$ cat src/rtl/biphase_tx_pkg.sv
package biphase_tx_pkg;

  // legal data bit count windows, and the fallback count
  localparam int LEN_LO_A    = 5;
  localparam int LEN_HI_A    = 9;
  localparam int LEN_LO_B    = 13;
  localparam int LEN_HI_B    = 17;
  localparam int LEN_DEFAULT = 8;

  typedef enum logic [1:0] {
    SLOT_START = 2'd0,
    SLOT_DATA  = 2'd1,
    SLOT_STOP  = 2'd2
  } slot_kind_e;

  typedef enum logic {
    ST_IDLE = 1'b0,
    ST_RUN  = 1'b1
  } tx_state_e;

  // Level of one half-bit. ph = 0 is the first half.
  function automatic logic half_level(slot_kind_e kind, logic bitv, logic ph);
    logic lvl;
    case (kind)
      SLOT_START: lvl = ph;
      SLOT_DATA:  lvl = ph ? bitv : ~bitv;
      default:    lvl = 1'b1;
    endcase
    return lvl;
  endfunction

endpackage

$ cat src/rtl/biphase_tx_lenmap.sv
module biphase_tx_lenmap
  import biphase_tx_pkg::*;
#(
  parameter int LEN_W = 5
) (
  input  logic [LEN_W-1:0] code_i,
  output logic [LEN_W-1:0] len_o
);

  logic in_a;
  logic in_b;

  always_comb begin
    in_a  = (int'(code_i) >= LEN_LO_A) && (int'(code_i) <= LEN_HI_A);
    in_b  = (int'(code_i) >= LEN_LO_B) && (int'(code_i) <= LEN_HI_B);
    len_o = (in_a || in_b) ? code_i : LEN_W'(LEN_DEFAULT);
  end

endmodule

$ cat src/rtl/biphase_tx_ctrl.sv
module biphase_tx_ctrl
  import biphase_tx_pkg::*;
#(
  parameter int DATA_W = 17,
  parameter int LEN_W  = 5,
  parameter int SLOT_W = 5
) (
  input  logic              clk,
  input  logic              rst_n,
  input  logic              tick_i,
  input  logic              start_i,
  input  logic [DATA_W-1:0] data_i,
  input  logic [LEN_W-1:0]  len_i,
  input  logic              msb_first_i,
  input  logic              two_stop_i,
  output logic              busy_o,
  output logic              done_o,
  output logic              emit_o,
  output slot_kind_e        kind_o,
  output logic              bit_o,
  output logic              phase_o
);

  tx_state_e          state_q, state_d;
  logic [SLOT_W-1:0]  slot_q, slot_d;
  logic               ph_q, ph_d;
  logic               done_q, done_d;
  logic [LEN_W-1:0]   len_q;
  logic               msb_q;
  logic               two_q;
  logic [DATA_W-1:0]  data_q;

  logic               accept;
  logic               finish;
  logic [SLOT_W-1:0]  slot_total;
  logic [SLOT_W-1:0]  bit_idx;
  logic [DATA_W-1:0]  data_sh;

  always_comb begin
    accept     = (state_q == ST_IDLE) && start_i;
    slot_total = SLOT_W'(len_q) + SLOT_W'(2) + SLOT_W'(two_q);
    finish     = (state_q == ST_RUN) && tick_i && (slot_q == slot_total);
    emit_o     = (state_q == ST_RUN) && tick_i && (slot_q != slot_total);

    if (slot_q == '0)
      kind_o = SLOT_START;
    else if (slot_q <= SLOT_W'(len_q))
      kind_o = SLOT_DATA;
    else
      kind_o = SLOT_STOP;

    bit_idx = msb_q ? (SLOT_W'(len_q) - slot_q) : (slot_q - SLOT_W'(1));
    data_sh = data_q >> bit_idx;
    bit_o   = data_sh[0];
    phase_o = ph_q;
  end

  // next state
  always_comb begin
    state_d = state_q;
    slot_d  = slot_q;
    ph_d    = ph_q;
    done_d  = 1'b0;
    if (accept) begin
      state_d = ST_RUN;
      slot_d  = '0;
      ph_d    = 1'b0;
    end else if (finish) begin
      state_d = ST_IDLE;
      done_d  = 1'b1;
    end else if (emit_o) begin
      ph_d = ~ph_q;
      if (ph_q)
        slot_d = slot_q + SLOT_W'(1);
    end
  end

  always_ff @(posedge clk or negedge rst_n) begin
    if (!rst_n) begin
      state_q <= ST_IDLE;
      slot_q  <= '0;
      ph_q    <= 1'b0;
      done_q  <= 1'b0;
    end else begin
      state_q <= state_d;
      slot_q  <= slot_d;
      ph_q    <= ph_d;
      done_q  <= done_d;
    end
  end

  // frame settings, captured only when a request is taken
  always_ff @(posedge clk or negedge rst_n) begin
    if (!rst_n) begin
      len_q  <= LEN_W'(LEN_DEFAULT);
      msb_q  <= 1'b0;
      two_q  <= 1'b0;
      data_q <= '0;
    end else if (accept) begin
      len_q  <= len_i;
      msb_q  <= msb_first_i;
      two_q  <= two_stop_i;
      data_q <= data_i;
    end
  end

  assign busy_o = (state_q == ST_RUN);
  assign done_o = done_q;

  // the held count is always one of the legal values during a frame
  a_r6_len_legal: assert property (@(posedge clk) disable iff (!rst_n)
    (state_q == ST_RUN) |->
      (((int'(len_q) >= LEN_LO_A) && (int'(len_q) <= LEN_HI_A)) ||
       ((int'(len_q) >= LEN_LO_B) && (int'(len_q) <= LEN_HI_B))));

  // without a strobe the frame position does not move
  a_r3_hold_no_tick: assert property (@(posedge clk) disable iff (!rst_n)
    ((state_q == ST_RUN) && !tick_i) |=> ($stable(slot_q) && $stable(ph_q)));

endmodule

$ cat src/rtl/biphase_tx_line.sv
module biphase_tx_line
  import biphase_tx_pkg::*;
(
  input  logic       clk,
  input  logic       rst_n,
  input  logic       emit_i,
  input  slot_kind_e kind_i,
  input  logic       bit_i,
  input  logic       phase_i,
  output logic       line_o
);

  logic line_q, line_d;

  always_comb begin
    line_d = line_q;
    if (emit_i)
      line_d = half_level(kind_i, bit_i, phase_i);
  end

  always_ff @(posedge clk or negedge rst_n) begin
    if (!rst_n)
      line_q <= 1'b1;
    else
      line_q <= line_d;
  end

  assign line_o = line_q;

  // every coded data bit flips the line at its centre
  a_r5_mid_edge: assert property (@(posedge clk) disable iff (!rst_n)
    (emit_i && (kind_i == SLOT_DATA) && phase_i) |=> (line_q != $past(line_q)));

  // the start bit's second half is high
  a_r4_start_high: assert property (@(posedge clk) disable iff (!rst_n)
    (emit_i && (kind_i == SLOT_START) && phase_i) |=> line_q);

endmodule

$ cat src/rtl/biphase_tx.sv
module biphase_tx
  import biphase_tx_pkg::*;
#(
  parameter  int DATA_W = 17,
  localparam int LEN_W  = $clog2(DATA_W + 1)
) (
  input  logic              clk,
  input  logic              rst_n,
  input  logic              tick_i,
  input  logic              start_i,
  input  logic [DATA_W-1:0] data_i,
  input  logic [LEN_W-1:0]  len_sel_i,
  input  logic              msb_first_i,
  input  logic              two_stop_i,
  output logic              busy_o,
  output logic              done_o,
  output logic              line_o
);

  localparam int SLOT_W = $clog2(DATA_W + 4);

  // reset synchronizer: asserts at once, releases on the clock
  logic rs_meta, rs_n;
  always_ff @(posedge clk or negedge rst_n) begin
    if (!rst_n) begin
      rs_meta <= 1'b0;
      rs_n    <= 1'b0;
    end else begin
      rs_meta <= 1'b1;
      rs_n    <= rs_meta;
    end
  end

  logic [LEN_W-1:0] len_eff;
  logic             emit;
  slot_kind_e       kind;
  logic             bitv;
  logic             phase;

  biphase_tx_lenmap #(.LEN_W(LEN_W)) u_lenmap (
    .code_i (len_sel_i),
    .len_o  (len_eff)
  );

  biphase_tx_ctrl #(.DATA_W(DATA_W), .LEN_W(LEN_W), .SLOT_W(SLOT_W)) u_ctrl (
    .clk         (clk),
    .rst_n       (rs_n),
    .tick_i      (tick_i),
    .start_i     (start_i),
    .data_i      (data_i),
    .len_i       (len_eff),
    .msb_first_i (msb_first_i),
    .two_stop_i  (two_stop_i),
    .busy_o      (busy_o),
    .done_o      (done_o),
    .emit_o      (emit),
    .kind_o      (kind),
    .bit_o       (bitv),
    .phase_o     (phase)
  );

  biphase_tx_line u_line (
    .clk     (clk),
    .rst_n   (rs_n),
    .emit_i  (emit),
    .kind_i  (kind),
    .bit_i   (bitv),
    .phase_i (phase),
    .line_o  (line_o)
  );

  // the line rests high outside a frame
  a_r1_idle_high: assert property (@(posedge clk) disable iff (!rs_n)
    !busy_o |-> line_o);

  // done is a single-clock pulse
  a_r9_done_pulse: assert property (@(posedge clk) disable iff (!rs_n)
    done_o |=> !done_o);

  // busy only ends together with done
  a_r9_end_with_done: assert property (@(posedge clk) disable iff (!rs_n)
    $fell(busy_o) |-> done_o);

  // an idle request is taken on the next clock
  a_r2_accept: assert property (@(posedge clk) disable iff (!rs_n)
    (start_i && !busy_o) |=> busy_o);

  // stop halves drive the line high
  a_r8_stop_high: assert property (@(posedge clk) disable iff (!rs_n)
    (emit && (kind == SLOT_STOP)) |=> line_o);

endmodule

$ cat config.mk
export PLATFORM = sky130hd
export DESIGN_NAME = biphase_tx
export DESIGN_NICKNAME = d
export VERILOG_FILES = /design/src/rtl/biphase_tx_pkg.sv /design/src/rtl/biphase_tx_lenmap.sv /design/src/rtl/biphase_tx_ctrl.sv /design/src/rtl/biphase_tx_line.sv /design/src/rtl/biphase_tx.sv
export SDC_FILE = /design/constraint.sdc
export NUM_CORES = 1
export LEC_CHECK = 0
export BUFFER_PORTS_ARGS = -buffer_cell sky130_fd_sc_hd__buf_2
export CORE_AREA = 2 2 70 72
export CTS_CLUSTER_SIZE = 16
export DETAILED_ROUTE_END_ITERATION = 7
export DIE_AREA = 0 0 72 74
export HOLD_SLACK_MARGIN = 0.08
export PLACE_DENSITY_LB_ADDON = 0.15
export SLEW_MARGIN = 20
export SYNTH_ARGS = -nofsm -noshare
export SYNTH_HDL_FRONTEND = slang
export SYNTH_SLANG_ARGS = --single-unit
export TNS_END_PERCENT = 1
$ cat constraint.sdc
create_clock -name clk -period 1.75 [get_ports clk]
set_input_delay 0.175 -clock clk [delete_from_list [all_inputs] [get_ports clk]]
set_output_delay 0.175 -clock clk [all_outputs]
set_load 0.01 [all_outputs]
==> results.py <==
metrics = {
    "outcome": {
        "status": "finished with violations",
        "violations": "negative setup slack",
    },
    "detailed_routing": {
        "post-route-drc-count": 0,
        "drt_iter0_markers": 88,
        "ant_nets": 0,
        "vias_per_cell": 4.82,
        "vias": 1719,
        "wirelength_um": 4470,
        "routedWlPerCell_um": 12.5,
        "dr.pass1.iters": 5,
    },
    "finish": {
        "syn2layout_area_growth_pct": 41.2,
        "drive_above_1_share_pct": 32.7,
        "final_cell_count_no_fill": 357,
        "fillers": 400,
        "n_antenna_cell": 0,
        "fin_nets": 341,
    },
    "grt": {
        "track_usage_pct": 19.4,
        "grt_max_degree": 34,
        "first_global_vias": 1677,
        "antenna_found_initial": 0,
        "grt_pass1_wl_um": 7900,
        "gr-total-overflow": 0,
    },
    "clock_network": {
        "cts_tree": "built",
        "cts_root_buf": "clkbuf_8",
        "cts.sinks": 35,
        "clk_pin_slew_ns": 0.08,
        "clock_path_buffers": 2,
        "htreeDepth": 2,
        "cts_buffers": 5,
        "clkLatencyLatePin_ns": 0.29,
    },
    "sta": {
        "period_needed_ns": 3.00,
        "finalSetupViolCount": 9,
        "finalCritPeriodShare_pct": 171,
        "rsz0062_at_grt": "yes",
        "setup_slack_ns": -1.25,
        "max_freq_mhz": 333,
        "finalHoldViolations": 0,
        "fin_skew_ns": 0.0116,
        "setup_tns_ns": -3.59,
        "slew_violations": 0,
    },
    "min_path": {
        "hold_class": "in -> reg",
    },
    "synth": {
        "async_flop_share_pct": 100,
        "synth.distinct_cells": 39,
        "synth_ff_type": "dfrtp_1",
        "syn_inst": 216,
        "synth_area_per_cell_um2": 9.29,
        "synth-seq-cells": 35,
        "syn_area_um2": 2010,
        "yosysWarningCount": 0,
        "yosysSeqAreaShare_pct": 43.8,
        "synth_enable_flop_cells": 0,
        "synth_nets": 255,
    },
    "power_and_ir_drop": {
        "vdd_ir_drop_max_mv": 0.900,
        "power.internal_w": 0.00351,
        "p_seq_share_pct": 25.4,
        "power_density_nw_per_um2": 1960,
        "swShare_pct": 36.6,
        "p_leak_nw": 1.40,
        "p_switching_w": 0.00203,
        "comb_power_share_pct": 60.6,
        "power.share.clock_pct": 14.0,
    },
    "die": {
        "io_pins": 31,
        "core-area_um2": 4600,
        "initial_utilization_pct": 43.6,
        "die_y_um": 74,
        "num_rows": 25,
        "fp.dieW_um": 72,
        "die_area_um2": 5330,
    },
    "setup_path": {
        "end_kind": "register",
        "worstPathArrival_ns": 3.21,
        "worstPathRequired_ns": 1.96,
        "crit_type": "reg -> reg",
        "crit_path_start_kind": "register",
        "cp_max_fo": 3,
    },
    "place": {
        "portBuffers": 30,
        "post-place-cells": 327,
        "dp_hpwl_um": 3270,
        "place.gp.congestion": 0.797,
    },
    "run": {
        "maxCapViolCount": 0,
    },
}
critical path, cell delays in order, from the launching register on:
cell,delay (ns)
dfrtp_1,0.40
inv_2,0.09
ha_4,0.13
inv_2,0.03
fa_1,0.52
inv_2,0.05
mux2i_4,0.19
mux4_2,0.53
mux2_4,0.27
and3_4,0.17
or4_4,0.41
a41oi_2,0.13
flip-flops by register name, indices dropped and copies added (netlist names):
name	cells
u_ctrl.len_q	5
u_line.line_o	1
u_ctrl.busy_o	1
u_ctrl.phase_o	1
u_ctrl.msb_q	1
u_ctrl.done_o	1
rs_meta	1
u_ctrl.slot_q	5
rs_n	1
u_ctrl.data_q	17
u_ctrl.two_q	1
through the flow:
| step | hold WS, ns | instance area [um2] | utilization, % | total power, W | setup slack (ns) |
|---|---|---|---|---|---|
| 2_1_floorplan | -0.121 | 2020 | - | 0.00344 | -1.23 |
| 3_3_place_gp | -0.0399 | 2460 | 53.5 | 0.00452 | -1.23 |
| 3_5_place_dp | -0.0389 | 2460 | 53.5 | 0.00456 | -1.31 |
| 4_1_cts | 0.0813 | 2820 | 61.3 | 0.00556 | -1.25 |
| 5_1_grt | 0.0973 | 2830 | 61.6 | 0.00603 | -1.38 |
| 6_report | 0.0839 | 2830 | 61.6 | 0.00554 | -1.25 |
area by class of cell:
class | instances | area (um2) | share of cell area (%)
clock buffers | 6 | 82.6 | 2.92
clock inverters | 2 | 38.8 | 1.37
flip-flops and latches | 35 | 878 | 31.0
multi-input cells | 162 | 1100 | 39.0
repair buffers | 86 | 616 | 21.7
inverters | 12 | 45.0 | 1.59
well taps | 54 | 67.6 | 2.39
metal layers:
layer / GRT usage [%] / part of all wire (%) / vias to the layer above
li1: - / - / 896
met1: 27.6 / 50 / 795
met2: 29.7 / 46 / 19
met3: 3.79 / 2.1 / 9
met4: 7.55 / 2.2 / 0
met5: 0 / 0 / -
path summary, 6_finish.rpt:
check | startpoint | slack, ns | cells after the start | end
max | u_ctrl.len_q[0]$_DFFE_PN0P_ | -1.25 | 11 | u_line.line_o$_DFFE_PN1P_
min | data_i[13] | 0.08 | 3 | u_ctrl.data_q[13]$_DFFE_PN0P_
max reg2reg | u_ctrl.len_q[0]$_DFFE_PN0P_ | -1.25 | 11 | u_line.line_o$_DFFE_PN1P_
min reg2reg | rs_n$_DFF_PN0_ | 0.27 | 1 | u_ctrl.done_o$_DFF_PN0_
max in group asynchronous | rs_n$_DFF_PN0_ | 1.13 | 1 | u_line.line_o$_DFFE_PN1P_
min in group asynchronous | rst_n | 0.19 | 2 | rs_meta$_DFF_PN0_
cell families after synthesis:
logic type,Yosys count,share of synthesized area [%]
fa+ha+maj,11,7.24
simple gates,100,21.9
compound gates,25,7.99
mux,9,7.98
flops,35,43.8
xor+xnor,16,6.99
other cells,1,0.187
buf+inv,19,3.93
cells in the final DEF, fill, tap and decap left out, drive strengths merged, types with 2 or more instances in the layout:
cell type and count:
a21o 2, a21oi 5, a22o 2, a31oi 4, buf 68, clkbuf 6
dfrtp 33, dfstp 2, dlygate4sd3 18, ha 10, inv 13, mux2i 4
mux4 4, nand2 63, nand2b 3, nand3 2, nor2 15, nor2b 4
nor3 5, o21ai 7, xnor2 14, xor2 2
power by group through the flow:
stage	registers (W)	logic (W)	clock network, W
floorplan	0.00138	0.00206	0
global placement	0.00142	0.00310	0
detailed placement	0.00142	0.00314	0
CTS	0.00141	0.00336	0.000794
global route	0.00146	0.00374	0.000833
finish	0.00141	0.00336	0.000773
cells in the mapped netlist (all sizes together), types with 2 or more instances:
library cell | n | area [um2]
a22o | 2 | 17.5
xor2 | 2 | 17.5
nor2b | 4 | 25.0
dfrtp | 33 | 826
mux4 | 4 | 105
nor2 | 15 | 56.3
inv | 12 | 45.0
ha | 10 | 125
a31oi | 4 | 25.0
nand2b | 3 | 18.8
nor3 | 5 | 25.0
o21ai | 7 | 35.0
a21oi | 5 | 25.0
clkbuf | 6 | 22.5
dfstp | 2 | 52.6
nand3 | 2 | 10.0
a21o | 2 | 16.3
mux2i | 4 | 43.8
xnor2 | 14 | 123
nand2 | 63 | 236
repair_timing:
| action | 4_1_cts | 5_1_grt |
|---|---|---|
| endpoints found under the hold margin | 19 | 0 |
| resized for setup | 12 | 1 |
| pin swaps | 6 | 0 |
| setup endpoints to repair | 7 | 9 |
| setup buffers | 3 | 1 |
| hold buffers | 18 | 0 |
| gates cloned | 0 | 0 |
Note: power is estimated with default switching activity, not from simulation.
